$ cat config.mk
export PLATFORM = sky130hd
export DESIGN_NAME = drl_prio_cell
export DESIGN_NICKNAME = d
export VERILOG_FILES = /design/src/rtl/drl_prio_pkg.sv /design/src/rtl/drl_prio_seq.sv /design/src/rtl/drl_prio_chain.sv /design/src/rtl/drl_prio_vec.sv /design/src/rtl/drl_prio_cell.sv
export SDC_FILE = /design/constraint.sdc
export NUM_CORES = 1
export LEC_CHECK = 0
export ABC_AREA = 1
export CAP_MARGIN = 15
export CORE_MARGIN = 5
export CORE_UTILIZATION = 30
export CTS_BUF_LIST = sky130_fd_sc_hd__clkbuf_4 sky130_fd_sc_hd__clkbuf_8
export DETAILED_ROUTE_END_ITERATION = 10
export HOLD_SLACK_MARGIN = 0.02
export PLACE_DENSITY = 0.73
export SLEW_MARGIN = 10
export SYNTH_ARGS = -nofsm -noshare
export SYNTH_HDL_FRONTEND = slang
export SYNTH_SLANG_ARGS = --single-unit
$ cat constraint.sdc
create_clock -name clk -period 1.6 [get_ports clk]
set_input_delay 0.32 -clock clk [delete_from_list [all_inputs] [get_ports clk]]
set_output_delay 0.32 -clock clk [all_outputs]
set_load 0.01 [all_outputs]
$ cat src/rtl/drl_prio_pkg.sv
package drl_prio_pkg;
  typedef enum logic [1:0] {
    ST_IDLE = 2'd0,
    ST_POST = 2'd1,
    ST_SERV = 2'd2,
    ST_LOCK = 2'd3
  } cell_st_t;
endpackage

$ cat src/rtl/drl_prio_seq.sv
module drl_prio_seq
  import drl_prio_pkg::*;
(
  input  logic clk,
  input  logic rst,
  input  logic tick,
  input  logic svc,
  input  logic lvl_en,
  input  logic grant,
  output logic posted,
  output logic serving
);
  cell_st_t st_q, st_d;

  always_comb begin
    st_d = st_q;
    unique case (st_q)
      ST_IDLE: if (tick && svc && lvl_en) st_d = ST_POST;
      ST_POST: begin
        if (!svc)       st_d = ST_IDLE;
        else if (grant) st_d = ST_SERV;
      end
      ST_SERV: begin
        if (!svc)        st_d = ST_IDLE;
        else if (!grant) st_d = ST_LOCK;
      end
      ST_LOCK: if (!svc) st_d = ST_IDLE;
      default: st_d = ST_IDLE;
    endcase
  end

  always_ff @(posedge clk) begin
    if (rst) st_q <= ST_IDLE;
    else     st_q <= st_d;
  end

  assign posted  = (st_q == ST_POST) || (st_q == ST_SERV);
  assign serving = (st_q == ST_SERV);
endmodule

$ cat src/rtl/drl_prio_chain.sv
module drl_prio_chain #(
  parameter int NLEV  = 4,
  parameter int LEVEL = 1
) (
  input  logic [NLEV-1:0] en_in,
  input  logic            posted,
  output logic [NLEV-1:0] en_out,
  output logic [NLEV-1:0] req_out
);
  for (genvar g = 0; g < NLEV; g++) begin : g_lvl
    if (g == LEVEL) begin : g_own
      assign en_out[g]  = en_in[g] & ~posted;
      assign req_out[g] = posted;
    end else begin : g_pass
      assign en_out[g]  = en_in[g];
      assign req_out[g] = 1'b0;
    end
  end
endmodule

$ cat src/rtl/drl_prio_vec.sv
module drl_prio_vec #(
  parameter int                ADDR_W    = 15,
  parameter logic [ADDR_W-1:0] TRAP_ADDR = '0
) (
  input  logic              serving,
  output logic              addr_drive,
  output logic [ADDR_W-1:0] addr_out
);
  assign addr_drive = serving;
  assign addr_out   = serving ? TRAP_ADDR : '0;
endmodule

$ cat src/rtl/drl_prio_cell.sv
module drl_prio_cell #(
  parameter int                NLEV      = 4,
  parameter int                LEVEL     = 1,
  parameter int                ADDR_W    = 15,
  parameter logic [ADDR_W-1:0] TRAP_ADDR = 15'h0123
) (
  input  logic              clk,
  input  logic              rst,
  input  logic              io_tick,
  input  logic              svc_flag,
  input  logic [NLEV-1:0]   en_in,
  output logic [NLEV-1:0]   en_out,
  output logic [NLEV-1:0]   req_out,
  input  logic              grant,
  output logic              addr_drive,
  output logic [ADDR_W-1:0] addr_out
);
  logic posted, serving;

  drl_prio_seq u_seq (
    .clk(clk), .rst(rst), .tick(io_tick), .svc(svc_flag),
    .lvl_en(en_in[LEVEL]), .grant(grant),
    .posted(posted), .serving(serving)
  );

  drl_prio_chain #(.NLEV(NLEV), .LEVEL(LEVEL)) u_chain (
    .en_in(en_in), .posted(posted), .en_out(en_out), .req_out(req_out)
  );

  drl_prio_vec #(.ADDR_W(ADDR_W), .TRAP_ADDR(TRAP_ADDR)) u_vec (
    .serving(serving), .addr_drive(addr_drive), .addr_out(addr_out)
  );
endmodule

; ---- After elaboration in Yosys (flattened, before gate mapping)
; Cells that the tools add are included.
[op_classes]
n_eq_ne = 7
n_reduce_logical = 5
n_bitwise = 2
muxes = 8
[op_table]
columns = cell, n
row1 = 2-bit two-way mux, 6
row2 = 9-bit two-way mux, 1
row3 = 2-bit one-hot mux with 4 select lines, 1
row4 = "3-bit inequality test, second input constant", 2
row5 = "2-bit == test, second input constant", 2
row6 = 4-bit AND reduction, 1
row7 = "2-bit by 1-bit == test with 1-bit output, second input constant", 1
row8 = 1-bit logical AND, 2
row9 = 2-bit logical NOT, 1
row10 = "2-bit by 1-bit inequality test with 1-bit output, second input constant", 1
row11 = "2-bit inequality test, second input constant", 1
row12 = 1-bit AND, 1
row13 = 1-bit logical OR, 1
row14 = 1-bit NOT, 1
[totals]
out_inout_bits = 24
register_bits = 2
elab_cells = 23
in_bits = 9

; ---- Longest topological paths before layout
[depth]
word_depth = 4
depth_mapped = 8
depth_no_buf = 8

; ---- Hierarchy
; A second synthesis with hierarchy kept.
[unflattened]
hier_cells = 62
area_unflattened_um2 = 415.4
[modules_own_cells]
columns = module, seq_area_each_um2, n_inst, area_per_inst_um2, cells_per_inst
row1 = drl_prio_seq, 40.0, 1, 225.2, 35
row2 = drl_prio_vec, 0.0, 1, 123.9, 17
row3 = drl_prio_chain, 0.0, 1, 66.3, 10

; ---- Worst setup path before layout
; OpenSTA, ideal clock, no wires.
[synth_timing]
path_type = register -> output
startpoint = reg u_seq.st_q[0]
endpoint = out en_out[1]
path_buffers = 0
arrival_time_ps = 911
setup_slack_ps = 369
stages_incl_launch_ff = 4
required_ps = 1280
cell_sequence = dfxtp_1 inv_1 ha_1 nor2_1
[synth_via]
elab_chain_len = 4
word_cells_on_any_way = 5
classes_between = eq/ne: 2 / bitwise: 2 / reduce/logical: 1
[synth_lines]
columns = element, line_no
row1 = start: declaration, drl_prio_seq.sv:13  ; cell_st_t st_q, st_d;
row2 = start signal: assignment, drl_prio_seq.sv:34  ; else st_q <= st_d;
row3 = 2-bit by 1-bit == test with 1-bit output / 2-bit == test (equally long branches), drl_prio_seq.sv:37  ; assign posted = (st_q == ST_POST) || (st_q == ST_SERV);
row4 = 1-bit logical OR *, drl_prio_seq.sv:37
row5 = named net posted, drl_prio_cell.sv:18  ; logic posted, serving;
row6 = 1-bit NOT *, drl_prio_chain.sv:12  ; assign en_out[g] = en_in[g] & ~posted;
row7 = 1-bit AND *, drl_prio_chain.sv:12
row8 = end: declaration, drl_prio_cell.sv:12  ; output logic [NLEV-1:0] en_out,
; Mark *: on every way through the listed nets, which the timed path passes. The rest lies on a longest branch.

; ---- Worst setup path after layout
[layout_timing]
startpoint = reg u_seq.st_q[0]
endpoint = out addr_out[8]
[layout_via]
elab_chain_len = 2
[layout_lines]
columns = element, line_no
row1 = 2-bit == test, drl_prio_seq.sv:38  ; assign serving = (st_q == ST_SERV);
row2 = 9-bit two-way mux, drl_prio_vec.sv:10  ; assign addr_out = serving ? TRAP_ADDR : '0;
row3 = end: declaration, drl_prio_cell.sv:16  ; output logic [ADDR_W-1:0] addr_out
; No other way between the ends.

==> reports/results.tsv <==
metric	value	unit
critical path required time	1.28	ns
Die ar.	2200	um2
Synth Area in Simple Gates	0.269	
Initial Util	0.314	
layout cell share with drive strength beyond 1	0.194	
MaxCap Viol Count	0	
Die Wd	46.9	um
Post-Route WL	740	um
largest cells by area after synthesis	buf_4, ha_1, dfxtp_1, nand2_1, nor2_1	
H-tree Lvls	1	
Seq cells post-synth	2	
Ports	33	
initial DRC count	1	
cts hold-fix bufs	0	
Pre-antenna DRT Iters	2	
Max FO, Critical Path	6	
dpl hpwl	661	um
Slew Limit Fails	0	
crit end category	primary output	
placed insts	84	
placeable core area	1300	um2
Critical Path AT	1.23	ns
Register Area	40.0	um2
Worst setup SP type	register	
total gr overflow	0	
Final Wtd Congestion	0.814	
PortBufs	12	
Fin. Hold Viols	0	
xor/xnor share of the synthesized area	0	
Clock Path Buffers	2	
std cell rows	13	
Vert. Die Dim	46.9	um
unrepaired setup endpoints after global routing	yes	
Seq/Total Area, Yosys	0.0979	
final setup vio count	0	
Pwr Density	1380	nW/um2
final period utilization	0.971	
Root Buffer	clkbuf_4	
multiplexer share of the synthesized area	0	
most common cell after layout, fill and taps aside	conb_1	
Yosys cell types	12	
Avg Cell Area, Syn	6.71	um2
largest net degree at the start of global routing	8	
fin nets	88	
max reg flops	2	
DR vias	326	
Synth Cell Area	409	um2
Post-route DRC	0	
Post-DRT Antenna Nets	0	
setup TNS	0	ns
DP Area	469	um2
leading cell types in the layout, fill and taps excluded	conb_1, nand2_1, nor2_1, inv_1	
number of setup buffers added after CTS	0	
WHS	0.621	ns
cell taking the most area after synthesis	buf_4	
area of the multi-input gates	233	um2
Adder-Cell Fraction of Synth Area	0.153	
vias in the first global route	311	
largest vdd supply drop	0.538	mV
Synth Area in Compound Gates	0.0122	
biggest regs	u_seq.st_q (2)	
largest family of logic cells by synthesized area	buffers and inverters	
CTS tree	built	
CTS sink count	2	
Clock transition at path regs	0.03	ns
final instance area	484	um2
Static Leakage	0.275	nW
synth warn	0	
Worst-Skew Late Latency	0.22	ns
Synth Instances	61	
Yosys top cell area share	0.404	
fin crit period	1.55	ns
global-route wire length before repair	1170	um
initial antenna violation count	0	
Top reg by flops	u_seq.st_q	
number of vias per cell	3.75	
Overall Global Routing Usage	0.0719	
# diodes	0	
critical path class	register to primary output	
Fillers	154	
non-filler cells in the finished layout	87	
Util after Layout	0.372	
Fin Clk Skew	0.00395	ns
Area growth, synth to finish	18.3	%
Avg WL per Cell	8.51	um
Max Freq	644	MHz
Num CTS Buffers	3	
Hold Crit Class	register to register	
status	finished clean	
[critical path: stages, from the launching register on]
cell	delay [ns]
dfxtp_1	0.33
inv_1	0.06
buf_4	0.13
ha_2	0.20
dlygate4sd2_1	0.29
[synthesized netlist by cell type]
cell type and instances:
dfxtp_1 2, nor2_1 7, inv_1 6, nand2_2 2
nand3_1 5, nand2_1 8, buf_4 22, nand3_2 1
ha_1 5, nor2_2 1, a21oi_1 1, conb_1 1
[repair_timing]
item                                    in CTS  in global routing
cloned                                       0                  0
endpoints found under the setup margin       7                  5
pin swaps                                    0                  0
gates resized for setup                     11                  2
[stage by stage]
step / total power [mW] / setup WS, ns
2_1_floorplan: 0.455 / 0.369
3_3_place_gp: 0.601 / -0.180
3_5_place_dp: 0.612 / -0.222
4_1_cts: 0.686 / 0.00408
5_1_grt: 0.738 / -0.0209
6_report: 0.666 / 0.0462
[logic make-up after synthesis]
kind of cell,after synthesis
other,1
and+or+nand+nor,24
AOI/OAI and AO/OA,1
DFF,2
buffers and inverters,28
adders and majority gates,5
[path summary, 6_finish.rpt]
check | depth (start not counted) | to | from | slack (ns)
setup / recovery | 4 | addr_out[8] | u_seq.st_q[0] | 0.05
hold / removal | 3 | u_seq.st_q[0] | u_seq.st_q[0] | 0.62
setup reg to reg | 10 | u_seq.st_q[0] | u_seq.st_q[0] | 0.24
hold reg to reg | 3 | u_seq.st_q[0] | u_seq.st_q[0] | 0.62
[per-layer routing]
layer  vias up  global-route usage  routed length [um]
li1        172                   -                   -
met1       137              0.0745                 295
met2        17               0.130                 356
met3         0              0.0307                  88
met4         0              0.0221                   0
met5         -                   0                   0
[where the power goes]
part | leakage [nW] | internal [mW] | total (mW) | switching, mW
clock | 0.0138 | 0.0826 | 0.109 | 0.0267
sequential | 0.0166 | 0.0704 | 0.0827 | 0.0122
combinational | 0.245 | 0.227 | 0.475 | 0.248
total | 0.275 | 0.380 | 0.666 | 0.286
[cell type report]
| cell class | count | share of cell area |
|---|---|---|
| flip-flops and latches | 2 | 0.0827 |
| inverters | 6 | 0.0465 |
| repair buffers | 17 | 0.305 |
| multi-input cells | 44 | 0.481 |
| clock buffers | 3 | 0.0465 |
| well taps | 15 | 0.0388 |
No activity file was read; power rests on OpenSTA's default activity.
